**src/rtl/pos_rd_pkg.sv**
```systemverilog
package pos_rd_pkg;
  // Byte select code, packed as {sel1, sel2}
  typedef enum logic [1:0] {
    BSEL_3RD = 2'b00,
    BSEL_MSB = 2'b01,
    BSEL_LSB = 2'b10,
    BSEL_2ND = 2'b11
  } bsel_e;

  function automatic logic [1:0] bsel_to_idx(input bsel_e s);
    case (s)
      BSEL_MSB: return 2'd3;
      BSEL_2ND: return 2'd2;
      BSEL_3RD: return 2'd1;
      default:  return 2'd0;
    endcase
  endfunction
endpackage

```
**src/rtl/pos_rd_inhibit.sv**
```systemverilog
module pos_rd_inhibit (
  input  logic clk_i,
  input  logic rst_ni,
  input  logic oe_ni,
  input  logic mine_i,
  input  logic lsb_sel_i,
  output logic inhibit_o
);
  logic inh_q, lsb_seen_q;

  always_ff @(negedge clk_i or negedge rst_ni) begin
    if (!rst_ni) begin
      inh_q      <= 1'b0;
      lsb_seen_q <= 1'b0;
    end else if (!inh_q) begin
      inh_q      <= !oe_ni && mine_i;
      lsb_seen_q <= 1'b0;
    end else if (oe_ni && lsb_seen_q) begin
      inh_q      <= 1'b0;
      lsb_seen_q <= 1'b0;
    end else if (!oe_ni && mine_i && lsb_sel_i) begin
      lsb_seen_q <= 1'b1;
    end
  end

  assign inhibit_o = inh_q;

  a_r5_sets_on_read: assert property (@(negedge clk_i) disable iff (!rst_ni)
    (!oe_ni && mine_i) |=> inhibit_o);

  a_r6_releases: assert property (@(negedge clk_i) disable iff (!rst_ni)
    (inhibit_o && lsb_seen_q && oe_ni) |=> !inhibit_o);

  a_r7_holds_without_lsb: assert property (@(negedge clk_i) disable iff (!rst_ni)
    (inhibit_o && !lsb_seen_q && !(!oe_ni && mine_i && lsb_sel_i)) |=> inhibit_o);
endmodule

```
**src/rtl/pos_rd_latch.sv**
```systemverilog
module pos_rd_latch #(
  parameter int unsigned POS_W = 32
) (
  input  logic             clk_i,
  input  logic             rst_ni,
  input  logic             hold_i,
  input  logic [POS_W-1:0] cnt_i,
  output logic [POS_W-1:0] q_o
);
  always_ff @(negedge clk_i or negedge rst_ni) begin
    if (!rst_ni)      q_o <= '0;
    else if (!hold_i) q_o <= cnt_i;
  end

  a_r5_frozen: assert property (@(negedge clk_i) disable iff (!rst_ni)
    hold_i |=> $stable(q_o));

  a_r4_tracks: assert property (@(negedge clk_i) disable iff (!rst_ni)
    !hold_i |=> (q_o == $past(cnt_i)));
endmodule

```
**src/rtl/pos_rd_mux.sv**
```systemverilog
module pos_rd_mux
  import pos_rd_pkg::*;
#(
  parameter int unsigned POS_W    = 32,
  parameter int unsigned BYTE_W   = 8,
  parameter int unsigned NUM_AXES = 2,
  localparam int unsigned AXIS_W  = (NUM_AXES > 1) ? $clog2(NUM_AXES) : 1
) (
  input  logic [NUM_AXES-1:0][POS_W-1:0] lat_i,
  input  logic [AXIS_W-1:0]              axis_i,
  input  bsel_e                          sel_i,
  input  logic                           oe_ni,
  output logic [BYTE_W-1:0]              data_o,
  output logic                           drive_en_o
);
  logic [POS_W-1:0]  word;
  logic [1:0]        idx;

  always_comb begin
    word = '0;
    for (int k = 0; k < NUM_AXES; k++)
      if (axis_i == AXIS_W'(k)) word = lat_i[k];
  end

  assign idx        = bsel_to_idx(sel_i);
  assign drive_en_o = !oe_ni;
  assign data_o     = drive_en_o ? word[idx*BYTE_W +: BYTE_W] : '0;
endmodule

```
**src/rtl/pos_byte_reader.sv**
```systemverilog
module pos_byte_reader
  import pos_rd_pkg::*;
#(
  parameter int unsigned POS_W    = 32,
  parameter int unsigned BYTE_W   = 8,
  parameter int unsigned NUM_AXES = 2,
  localparam int unsigned AXIS_W  = (NUM_AXES > 1) ? $clog2(NUM_AXES) : 1
) (
  input  logic                           clk_i,
  input  logic [NUM_AXES-1:0]            rst_ni,
  input  logic [NUM_AXES-1:0][POS_W-1:0] cnt_i,
  input  logic                           oe_ni,
  input  logic                           sel1_i,
  input  logic                           sel2_i,
  input  logic [AXIS_W-1:0]              axis_sel_i,
  output logic [BYTE_W-1:0]              data_o,
  output logic                           drive_en_o
);
  bsel_e                          bsel;
  logic [NUM_AXES-1:0][POS_W-1:0] lat;
  logic [NUM_AXES-1:0]            inhibit;

  assign bsel = bsel_e'({sel1_i, sel2_i});

  for (genvar k = 0; k < NUM_AXES; k++) begin : g_axis
    pos_rd_inhibit u_inh (
      .clk_i     (clk_i),
      .rst_ni    (rst_ni[k]),
      .oe_ni     (oe_ni),
      .mine_i    (axis_sel_i == AXIS_W'(k)),
      .lsb_sel_i (bsel == BSEL_LSB),
      .inhibit_o (inhibit[k])
    );

    pos_rd_latch #(.POS_W(POS_W)) u_lat (
      .clk_i  (clk_i),
      .rst_ni (rst_ni[k]),
      .hold_i (inhibit[k]),
      .cnt_i  (cnt_i[k]),
      .q_o    (lat[k])
    );
  end

  pos_rd_mux #(.POS_W(POS_W), .BYTE_W(BYTE_W), .NUM_AXES(NUM_AXES)) u_mux (
    .lat_i      (lat),
    .axis_i     (axis_sel_i),
    .sel_i      (bsel),
    .oe_ni      (oe_ni),
    .data_o     (data_o),
    .drive_en_o (drive_en_o)
  );

  a_r1_idle_bus: assert property (@(posedge clk_i) disable iff (!(&rst_ni))
    oe_ni |-> (data_o == '0 && !drive_en_o));
endmodule

```
**config.mk**
```make
export PLATFORM = sky130hd
export DESIGN_NAME = pos_byte_reader
export DESIGN_NICKNAME = d
export VERILOG_FILES = /design/src/rtl/pos_rd_pkg.sv /design/src/rtl/pos_rd_inhibit.sv /design/src/rtl/pos_rd_latch.sv /design/src/rtl/pos_rd_mux.sv /design/src/rtl/pos_byte_reader.sv
export SDC_FILE = /design/constraint.sdc
export NUM_CORES = 1
export LEC_CHECK = 0
export ABC_CLOCK_PERIOD_IN_PS = 1450
export BUFFER_PORTS_ARGS = -buffer_cell sky130_fd_sc_hd__buf_2
export CAP_MARGIN = 20
export CORE_ASPECT_RATIO = 2
export CORE_MARGIN = 1
export CORE_UTILIZATION = 45
export CTS_CLUSTER_DIAMETER = 60
export DETAILED_ROUTE_END_ITERATION = 16
export MAX_ROUTING_LAYER = met4
export PLACE_DENSITY_LB_ADDON = 0.05
export SKIP_LAST_GASP = 1
export SYNTH_ARGS = -nofsm -noshare
export SYNTH_HDL_FRONTEND = slang
export SYNTH_SLANG_ARGS = --single-unit
export TNS_END_PERCENT = 1
```
**constraint.sdc**
```tcl
create_clock -name clk_i -period 1.45 [get_ports clk_i]
set_input_delay 0.2175 -clock clk_i [delete_from_list [all_inputs] [get_ports clk_i]]
set_output_delay 0.2175 -clock clk_i [all_outputs]
set_load 0.005 [all_outputs]
```
=== Yosys cells after proc, flatten, opt, wreduce, memory -nomap -nowiden ===
Index checks and enable logic that the tools add are counted.

* Output and inout bits: 9
* Register bits after elaboration: 68
* Word-level logic and storage cells: 34
* Input bits: 71

* Reductions and logical operators: 8
* Equal/unequal tests: 5
* Multiplexer cells: 13
* Shift operators: 1
* Bitwise logic cells: 1

{| class="wikitable"
|+ Operators with widths
! kind !! number
|-
| $mux 32 || 1
|-
| $shiftx 32x6->8 || 1
|-
| $mux 1 || 10
|-
| $mux 8 || 1
|-
| $logic_and 1x1->1 || 6
|-
| $ne 3x3->1 const B || 2
|-
| $pmux 2 s3 || 1
|-
| $eq 2x2->1 const B || 2
|-
| $eq 2x1->1 const B || 1
|-
| $logic_not 2->1 || 1
|-
| $logic_not 1->1 || 1
|-
| $not 1->1 || 1
|}

=== Longest topological paths before layout ===
Gate-level depths: netlist (run 1).

* Depth in word-level cells: 6
* Mapped depth: 5
* Depth with buffers taken out: 3

=== By module ===
From an unflattened synthesis (run 1), not the netlist that was laid out.

* Cells, all modules: 191
* Area total of the unflattened synthesis: 3414.5 um^2

{| class="wikitable"
|+ Modules (own cells, without submodules)
! module !! area an instance (um^2) !! instances !! cells each !! seq. area each (um^2)
|-
| pos_rd_latch || 1345.0 || 2 || 68 || 800.8
|-
| pos_rd_mux || 549.3 || 1 || 39 || 0.0
|-
| pos_rd_inhibit || 78.8 || 2 || 7 || 50.0
|-
| pos_byte_reader || 17.5 || 1 || 2 || 0.0
|}

==> results of run 1 <==
[worst max path at each step]
| stage | from | end | slack, ps | depth (start not counted) |
|---|---|---|---|---|
| 6_report | g_axis[1].u_lat.q_o[6]$_DFFE_NN0N_ | data_o[6] | -1000 | 4 |
| 5_1_grt | g_axis[1].u_lat.q_o[22]$_DFFE_NN0N_ | data_o[6] | -1060 | 4 |
| 4_1_cts | g_axis[1].u_lat.q_o[6]$_DFFE_NN0N_ | data_o[6] | -1000 | 4 |
| 3_5_place_dp | g_axis[1].u_lat.q_o[19]$_DFFE_NN0N_ | data_o[3] | -640 | 4 |
| 3_3_place_gp | g_axis[1].u_lat.q_o[6]$_DFFE_NN0N_ | data_o[6] | -660 | 4 |
| 2_1_floorplan | g_axis[1].u_lat.q_o[16]$_DFFE_NN0N_ | data_o[0] | -450 | 3 |
[final cells by class]
cell class | count | area (sq um) | area share
clock inverters | 2 | 10.0 | 0.00258
inverters | 3 | 11.3 | 0.00290
repair buffers | 93 | 551 | 0.142
multi-input cells | 105 | 1240 | 0.320
flip-flops and latches | 68 | 1700 | 0.438
clock buffers | 13 | 260 | 0.0670
well taps | 88 | 110 | 0.0283
[per-layer routing]
metal	up-vias	part of all wire	wire, microns
met5	-	0	0
met4	0	0.020	118
met3	9	0.048	282
met2	56	0.52	3070
met1	928	0.41	2440
li1	874	-	-
[kinds of logic (layout without fill, tap and decap cells)]
family / after synthesis / after routing
buffers and inverters: 17 / 111
AOI/OAI and AO/OA: 4 / 4
DFF: 68 / 68
and+or+nand+nor: 13 / 13
muxes: 88 / 88
[critical path, stage by stage (launching register included)]
cell and delay [ps]:
dfrtn_1 340, mux4_2 470, mux2i_1 180, nor2_1 60, buf_2 120
[through the flow]
| step | hold WS [ps] | TNS, ps | setup slack (ps) |
|---|---|---|---|
| CTS | 326 | -7900 | -1000 |
| finish | 331 | -7800 | -1000 |
| detailed placement | 419 | -5670 | -640 |
| global route | 342 | -8310 | -1060 |
| floorplan | 392 | -4120 | -450 |
| global placement | 407 | -5500 | -662 |
[sequential cells by signal, indices dropped and copies added, names as in the netlist]
signal,cells
g_axis.u_inh.lsb_seen_q,2
g_axis.u_inh.inhibit_o,2
g_axis.u_lat.q_o,64
[report_power, final]
| group | leakage, nW | switching (W) | internal (W) |
|---|---|---|---|
| registers | 0.792 | 0.000348 | 0.00270 |
| logic | 0.888 | 0.000483 | 0.00106 |
| clock network | 0.135 | 0.000739 | 0.00123 |
[cell usage in the layout (no fill, tap or decap), drive strengths merged, types with 2 or more instances in the layout]
master,n
buf,93
nor2,9
dfrtn,68
mux2,64
inv,3
mux2i,8
clkinv,2
nand2,2
clkbuf,13
mux4,16
[repair_timing]
item,CTS,global route
setup endpoints to repair,8,8
pin swaps,2,0
gates cloned,0,0
==> reports/results.tsv, run 1 <==
stage	metric	value	unit
route	drt drc	0	
finish	Final Cell Area	3890	sq um
power_and_ir_drop	leakage power	1.82	nW
synth	ys flop type	dfrtn_1	
synth	Yosys warnings	0	
synth	Post-synth ARST share	1.00	
synth	Synth Area in Simple Gates	0.0175	
floorplanning	initial core utilization	0.464	
sta	Worst Tran Pin Value	229	ps
synth	Mean Syn Cell Area	16.2	sq um
synth	share of the synthesized area in the top cell type	0.553	
critical_path	critical path launch point type	flip-flop	
floorplanning	Die Y	119	microns
synth	largest family of logic cells by synthesized area	multiplexers	
sta	skew final	4.41	ps
sta	RSZ-0062 raised after global routing	yes	
status	status	finished, violations left	
route	DR vias/cell	5.02	
critical_path	Critical Setup Path Class	reg2out	
critical_path	Worst EP required	1230	ps
sta	Final Hold Violating Endpoints	0	
clock_tree	clock tree from TritonCTS	built	
global_route	met1 usage	0.233	
power_and_ir_drop	Design Power	0.00657	W
placement	placed cell count	357	
clock_tree	setup bufs post-CTS	0	
global_route	gr ovfl total	0	
clock_tree	cts hold-fix bufs	0	
sta	post-route setup slack	-1000	ps
critical_path	Register-to-Register Path Depth	2	
global_route	global-route wire length before repair	9.62	mm
synth	Synth Area in Adders	0	
clock_tree	clk sinks	68	
synth	largest cells by area after synthesis	dfrtn_1 55%, mux2_2 23%, mux4_1 6.8%	
critical_path	crit end category	primary output	
floorplanning	die area	7190	sq um
finish	nets@finish	351	
route	ANT nets after route	0	
global_route	largest net degree at the start of global routing	35	
synth	cell taking the most area after synthesis	dfrtn_1	
clock_tree	Clock Path Buffers	2	
finish	area grow syn2layout	26.4	%
floorplanning	# rows	42	
finish	# diodes	0	
finish	fraction of layout cells with a size suffix above 1	0.655	
floorplanning	Ports	80	
synth	Commonest cells post-synth	68 x dfrtn_1, 64 x mux2_2, 9 x nor2_1	
clock_tree	clk_lat worst skew	340	ps
critical_path	reg-to-reg slack, setup	280	ps
sta	Final setup viols	8	
route	routed length per instance	15.9	microns
placement	RePlAce Congestion	0.748	
global_route	GR met2 Demand/Resource	0.291	
synth	Seq/Total Area, Yosys	0.553	
global_route	initial antenna violation count	0	
synth	#FFs+latches synth	68	
clock_tree	number of buffers created by CTS	9	
critical_path	crit-path max FO	2	
critical_path	Critical Path AT	2230	ps
route	routed wire length	5.90	mm
floorplanning	Die X	60.5	microns
hold_path	Hold Crit Class	in2async	
clock_tree	htree depth	3	
synth	Net Count, Synth	261	
placement	hpwl dp	4.40	mm
finish	Final Util	0.587	
finish	Post-Layout Cell Count	372	
job	Max-Cap Viols	0	
floorplanning	Placeable Area	6620	sq um
synth	Cells after Synth	190	
synth	Netlist cell types	19	
status	violated checks	setup timing	
finish	Layout fillers	586	
critical_path	R2R Path Start	g_axis[0].u_inh.inhibit_o$_DFF_NN0_	
synth	post-synthesis mux area share	0.387	
placement	dpl cell area	3620	sq um
route	drt first pass iters	6	
global_route	GRT met3 Usage	0.0565	
synth	most numerous cell in the Yosys netlist	dfrtn_1	
clock_tree	clock slew seen by the registers of the worst setup and hold paths	40	ps
critical_path	R2R Path End	g_axis[0].u_lat.q_o[18]$_DFFE_NN0N_	
sta	Slew Limit Fails	0	
synth	post-synthesis xor/xnor area fraction	0	
route	Iteration-0 DRC Markers	49	
placement	I/O Buffers	79	
synth	Synth Area in Compound Gates	0.00895	
clock_tree	Post-CTS Resized	0	
route	vias	1867	
global_route	gr usage total	0.192	
sta	relative slew slack	0.847	
power_and_ir_drop	Peak VDD IR	0.00108	V
synth	Mapped Area	3080	sq um
clock_tree	root buffer cell	clkbuf_16	
power_and_ir_drop	Power Dens Cells	1690	nW/um^2
global_route	grt peak-use layer	met2	
synth	Post-synth EDFFs	0	
global_route	vias in the first global route	2014	
Note: power is estimated with default switching activity, not from simulation.
==> run 2: changes to the inputs <==
- ABC_CLOCK_PERIOD_IN_PS: 1450 -> 2800
- clock period: 1.45 -> 2.8 ns (I/O delays scaled with it)
==> run 2 against run 1 <==
Compared with the run above: the flow still finishes with violations (setup timing); core utilization down 1.1 points; clock power decreased by 51%; sequential cell count is the same; cell count decreased by 2.2%; wire length rose by 1.2%; non-clock buffer count shrank 5; sequential power is 48% lower; worst setup slack better by 470 ps; clock skew shrank 0.72 ps; register-to-register slack improved by 1000 ps; highest routed layer unchanged.
==> reports/results.tsv, run 2 (same netlist as run 1, synthesis figures left out) <==
stage	metric	value	unit	change
route	vias	1863		-0.21%
status	status	finished, violations left		
route	drt first pass iters	3		-3
critical_path	start point of the critical path	g_axis[1].u_lat.q_o[31]$_DFFE_NN0N_		
critical_path	R2R Path End	g_axis[0].u_lat.q_o[17]$_DFFE_NN0N_		
critical_path	Critical Path AT	2910	ps	+680 ps
finish	# diodes	0		unchanged
floorplanning	Placeable Area	6620	sq um	unchanged
clock_tree	setup bufs post-CTS	0		unchanged
power_and_ir_drop	Peak VDD IR	0.000633	V	-41%
route	drt drc	0		unchanged
clock_tree	clock slew seen by the registers of the worst setup and hold paths	40	ps	about the same
sta	Final Hold Violating Endpoints	0		unchanged
clock_tree	number of buffers created by CTS	9		unchanged
critical_path	CP delay by family, top	multiplexers		
clock_tree	clk sinks	68		unchanged
floorplanning	Ports	80		unchanged
power_and_ir_drop	Switching Power	0.000793	W	-50%
global_route	global-route wire length before repair	9.52	mm	-1.0%
clock_tree	clk_lat worst skew	340	ps	about the same
status	violated checks	setup timing		
power_and_ir_drop	sequential share of power	0.474		+0.010
placement	I/O Buffers	79		unchanged
finish	Layout fillers	605		+3.2%
power_and_ir_drop	leakage power	1.78	nW	-2.0%
finish	most frequent cells in the layout	79 x buf_2, 68 x dfrtn_1, 64 x mux2_2		
global_route	gr ovfl total	0		unchanged
critical_path	worst path bufs/invs	1		unchanged
route	DR vias/cell	5.12		+2.0%
critical_path	Register-to-Register Path Depth	2		unchanged
hold_path	Hold Crit Class	reg2reg		
sta	Final setup viols	8		unchanged
power_and_ir_drop	Power Dens Cells	874	nW/um^2	-48%
clock_tree	clock tree from TritonCTS	built		
critical_path	CP cell instances	mux4_1 > mux2i_1 > nor2_1 > buf_2		
sta	skew final	3.69	ps	-0.721 ps
route	met2 wire length	3.08	mm	+0.52%
finish	fraction of layout cells with a size suffix above 1	0.634		-0.0209
sta	post-route setup slack	-529	ps	+472 ps
critical_path	Worst path slowest cell	mux4_1		
floorplanning	# rows	42		unchanged
hold_path	Hold Path Stages	1		
floorplanning	initial core utilization	0.464		unchanged
power_and_ir_drop	Sw Share	0.238		-0.00121
power_and_ir_drop	Comb pwr share	0.235		about the same
placement	RePlAce Congestion	0.742		-0.80%
sta	Fin Setup TNS	-4060	ps	+3740 ps
finish	largest reg by FF count	g_axis.u_lat.q_o		
route	Max Used Layer	met4		
floorplanning	Die X	60.5	microns	unchanged
route	Iteration-0 DRC Markers	52		+6.1%
hold_path	start point of the worst hold path	g_axis[1].u_inh.lsb_seen_q$_DFFE_NN0P_		
sta	RSZ-0062 raised after global routing	yes		
power_and_ir_drop	Clk pwr share	0.291		-0.009
finish	Largest register FFs	64		unchanged
placement	hpwl dp	4.33	mm	-1.6%
clock_tree	Clock Path Buffers	2		unchanged
floorplanning	die area	7190	sq um	unchanged
floorplanning	Die Y	119	microns	unchanged
finish	Final Util	0.576		-0.0113
global_route	gr usage total	0.192		+0.000226
critical_path	reg-to-reg slack, setup	1290	ps	+1010 ps
global_route	initial antenna violation count	0		unchanged
power_and_ir_drop	P_int	0.00254	W	-49%
critical_path	R2R Path Start	g_axis[0].u_inh.inhibit_o$_DFF_NN0_		
finish	area grow syn2layout	23.9	%	
route	routed length on met3	306	microns	+8.5%
critical_path	crit-path max cell delay	510	ps	+40 ps
clock_tree	cts hold-fix bufs	0		unchanged
sta	relative slew slack	0.624		-0.223
route	ANT nets after route	0		unchanged
global_route	largest net degree at the start of global routing	35		unchanged
route	M1 WL	2.48	mm	+1.7%
critical_path	crit-path max FO	2		unchanged
global_route	vias in the first global route	1956		-2.9%
clock_tree	htree depth	3		unchanged
hold_path	Min-Delay Endpoint	g_axis[1].u_inh.inhibit_o$_DFF_NN0_		
finish	commonest non-fill, non-tap cell in the layout	buf_2		
critical_path	Critical Setup Path Class	reg2out		
sta	Slew Limit Fails	0		unchanged
route	routed length per instance	16.4	microns	+3.4%
finish	nets@finish	346		-1.4%
critical_path	Worst EP required	2380	ps	+1150 ps
job	Max-Cap Viols	0		unchanged
sta	Worst Tran Pin Value	563	ps	+334 ps
clock_tree	root buffer cell	clkbuf_16		
critical_path	critical path launch point type	flip-flop		
route	routed wire length	5.98	mm	+1.2%
critical_path	crit end category	primary output		
run 2: per-layer routing:
layer / global-route usage / vias up
met3: 0.0619 / 9
met1: 0.236 / 935
met2: 0.292 / 54
met5: - / -
li1: - / 865
met4: 0.0724 / 0
run 2: area by class of cell:
| class | instances | area, sq um | area share |
|---|---|---|---|
| Timing Repair Buffer | 88 | 488 | 0.128 |
| Sequential cell | 68 | 1700 | 0.446 |
| Clock buffer | 12 | 246 | 0.0647 |
| Tap cell | 88 | 110 | 0.0289 |
| Multi-Input combinational cell | 105 | 1250 | 0.329 |
| Inverter | 3 | 11.3 | 0.00295 |
run 2: what timing repair did:
item                       in CTS  in global routing
cloned                          0                  0
setup endpoints to repair       8                  8
pin swaps                       0                  0
gates resized for setup         3                  1
run 2: worst max-delay path by stage:
stage / endpoint / slack, ps / cells past startpoint
after floorplan: data_o[1] / -3 / 3
after global placement: data_o[2] / -200 / 4
after detailed placement: data_o[6] / -210 / 4
after CTS: data_o[6] / -550 / 4
after global routing: data_o[6] / -600 / 4
final: data_o[7] / -530 / 4
run 2: through the flow:
step / std cells / hold WS, ps / total power [W] / cell area (sq um) / worst slack, ps
2_1_floorplan: 190 / 392 / 0.00214 / 3070 / -2.80
3_3_place_gp: 352 / 400 / 0.00236 / 3580 / -200
3_5_place_dp: 352 / 410 / 0.00239 / 3580 / -207
4_1_cts: 364 / 410 / 0.00338 / 3810 / -549
5_1_grt: 364 / 428 / 0.00353 / 3810 / -604
6_report: 364 / 404 / 0.00333 / 3810 / -529
run 2: power groups by stage:
stage,clock network [W],logic [W],registers [W]
after global routing,0.00104,0.000859,0.00163
after detailed placement,0,0.000796,0.00159
after CTS,0.000998,0.000802,0.00158
final,0.000969,0.000785,0.00158
after global placement,0,0.000776,0.00158
after floorplan,0,0.000621,0.00152
==> run 3: changes to the inputs <==
- REMOVE_ABC_BUFFERS: not set -> 1
==> run 3 against run 2 <==
Compared with the run above: the flow still finishes with violations (setup timing); clock skew is essentially flat; wire length grew 0.82%; sequential cell count is the same; highest routed layer unchanged.
==> reports/results.tsv, run 3 (same netlist as run 1, synthesis figures left out) <==
stage	metric	value	unit	change
floorplanning	Ports	80		unchanged
hold_path	Hold Path Stages	3		+2
placement	I/O Buffers	79		unchanged
power_and_ir_drop	Switching Power	0.000818	W	+3.3%
finish	# diodes	0		unchanged
finish	largest reg by FF count	g_axis.u_lat.q_o		
clock_tree	number of buffers created by CTS	9		unchanged
sta	relative slew slack	0.724		+0.0991
sta	post-route setup slack	-535	ps	-6.29 ps
power_and_ir_drop	Comb pwr share	0.231		-0.004
placement	hpwl dp	4.35	mm	+0.55%
floorplanning	Placeable Area	6620	sq um	unchanged
global_route	largest net degree at the start of global routing	35		unchanged
critical_path	crit-path max FO	2		unchanged
clock_tree	clk_lat worst skew	330	ps	about the same
route	ANT nets after route	0		unchanged
power_and_ir_drop	P_int	0.00257	W	+1.2%
clock_tree	root buffer cell	clkbuf_16		
sta	Final setup viols	8		unchanged
finish	Final Util	0.576		unchanged
route	routed wire length	6.02	mm	+0.82%
sta	hold_ws	446	ps	+41.7 ps
power_and_ir_drop	Power Dens Cells	889	nW/um^2	+1.7%
sta	Slew Limit Fails	0		unchanged
hold_path	start point of the worst hold path	g_axis[0].u_inh.lsb_seen_q$_DFFE_NN0P_		
power_and_ir_drop	sequential share of power	0.468		-0.006
sta	RSZ-0062 raised after global routing	yes		
power_and_ir_drop	Sw Share	0.242		+0.00366
clock_tree	clk sinks	68		unchanged
critical_path	crit-path max cell delay	480	ps	-30 ps
clock_tree	clock tree from TritonCTS	built		
power_and_ir_drop	leakage power	1.78	nW	+0.20%
hold_path	Min-Delay Endpoint	g_axis[0].u_inh.inhibit_o$_DFF_NN0_		
hold_path	Hold Crit Class	reg2reg		
job	Max-Cap Viols	0		unchanged
critical_path	CP cell instances	mux4_2 > mux2i_1 > nor2_1 > buf_2		
critical_path	reg-to-reg slack, setup	1210	ps	-80 ps
floorplanning	Die X	60.5	microns	unchanged
critical_path	critical path launch point type	flip-flop		
floorplanning	die area	7190	sq um	unchanged
sta	skew final	3.62	ps	-0.0682 ps
route	drt drc	0		unchanged
global_route	global-route wire length before repair	9.65	mm	+1.3%
finish	commonest non-fill, non-tap cell in the layout	buf_2		
sta	Worst Tran Pin Value	415	ps	-149 ps
route	Iteration-0 DRC Markers	64		+23%
global_route	initial antenna violation count	0		unchanged
critical_path	worst path bufs/invs	1		unchanged
critical_path	Worst path slowest cell	mux4_2		
critical_path	Register-to-Register Path Depth	2		unchanged
finish	fraction of layout cells with a size suffix above 1	0.632		-0.00229
floorplanning	initial core utilization	0.464		unchanged
critical_path	R2R Path End	g_axis[0].u_lat.q_o[22]$_DFFE_NN0N_		
finish	nets@finish	344		-0.58%
critical_path	CP delay by family, top	multiplexers		
sta	Final Hold Violating Endpoints	0		unchanged
floorplanning	# rows	42		unchanged
route	vias	1854		-0.48%
clock_tree	htree depth	3		unchanged
critical_path	Critical Setup Path Class	reg2out		
placement	placed cell count	350		-0.57%
clock_tree	cts hold-fix bufs	0		unchanged
status	violated checks	setup timing		
status	status	finished, violations left		
placement	RePlAce Congestion	0.803		+8.3%
critical_path	Worst EP required	2380	ps	about the same
clock_tree	Clock Path Buffers	2		unchanged
route	drt first pass iters	4		+1
critical_path	Critical Path AT	2920	ps	about the same
critical_path	crit end category	primary output		
floorplanning	Die Y	119	microns	unchanged
power_and_ir_drop	Clk pwr share	0.301		+0.010
finish	Post-Layout Cell Count	365		+0.27%
global_route	vias in the first global route	1976		+1.0%
route	DR vias/cell	5.08		-0.76%
route	routed length per instance	16.5	microns	+0.54%
clock_tree	clock slew seen by the registers of the worst setup and hold paths	40	ps	about the same
finish	most frequent cells in the layout	79 x buf_2, 68 x dfrtn_1, 64 x mux2_2		
global_route	gr usage total	0.194		+0.00188
global_route	gr ovfl total	0		unchanged
finish	area grow syn2layout	23.9	%	unchanged
power_and_ir_drop	Peak VDD IR	0.000467	V	-26%
finish	Largest register FFs	64		unchanged
critical_path	R2R Path Start	g_axis[0].u_inh.inhibit_o$_DFF_NN0_		
==> run 3: cell count changes in the layout (fill, tap and decap cells not counted) <==
cell | previous run | this run
mux4_1 | 3 | 4
clkinv_2 | 0 | 2
buf_4 | 7 | 6
mux4_2 | 13 | 12
clkbuf_8 | 1 | 2
buf_12 | 2 | 1
==> run 3: layout make-up <==
class / instances / area [sq um]
fillers: 585 / 2810
flip-flops and latches: 68 / 1700
multi-input cells: 105 / 1260
repair buffers: 86 / 460
clock buffers: 13 / 260
well taps: 88 / 110
inverters: 3 / 11.3
clock inverters: 2 / 10.0
==> run 3: worst max-delay path by stage <==
stage	start	to	slack, ps	cells after the start
after global placement	g_axis[1].u_lat.q_o[27]$_DFFE_NN0N_	data_o[3]	-210	4
final	g_axis[1].u_lat.q_o[20]$_DFFE_NN0N_	data_o[4]	-540	4
after detailed placement	g_axis[1].u_lat.q_o[28]$_DFFE_NN0N_	data_o[4]	-220	4
after CTS	g_axis[1].u_lat.q_o[20]$_DFFE_NN0N_	data_o[4]	-550	4
after global routing	g_axis[0].u_lat.q_o[21]$_DFFE_NN0N_	data_o[5]	-610	4
after floorplan	g_axis[1].u_lat.q_o[24]$_DFFE_NN0N_	data_o[0]	-3	3
==> run 3: worst min-delay path, cell delays in order (launching register included) <==
cell and delay, ps:
dfrtn_1 340, nand2_1 70, nand2_1 50, o21ai_0 70
==> run 3: power by group through the flow <==
stage          Combinational [W]  Clock [W]  Sequential (W)
3_3_place_gp            0.000776          0         0.00158
4_1_cts                 0.000797    0.00105         0.00158
2_1_floorplan           0.000576          0         0.00153
6_report                0.000783    0.00102         0.00158
5_1_grt                 0.000849    0.00110         0.00164
3_5_place_dp            0.000786          0         0.00160
==> run 3: per-layer routing <==
layer | share of wire | routed length [microns] | up-vias | global-route usage
met5 | 0 | 0 | - | -
met4 | 0.016 | 95 | 0 | 0.0994
met3 | 0.041 | 247 | 4 | 0.0543
met2 | 0.54 | 3260 | 48 | 0.303
met1 | 0.40 | 2420 | 936 | 0.221
li1 | - | - | 866 | -
==> run 3: timing repair <==
action | CTS | global route
setup buffers | 0 | 0
resized for setup | 2 | 2
setup endpoints to repair | 8 | 8
pin swaps | 0 | 0
==> run 3: metrics by stage <==
step                cell area (sq um)  power (W)  setup TNS, ps  setup WS [ps]
CTS                              3820    0.00343          -4290           -551
global route                     3810    0.00358          -4760           -613
detailed placement               3560    0.00238          -1500           -225
floorplan                        2990    0.00211          -23.9          -2.99
finish                           3810    0.00339          -4120           -535
global placement                 3560    0.00235          -1400           -208
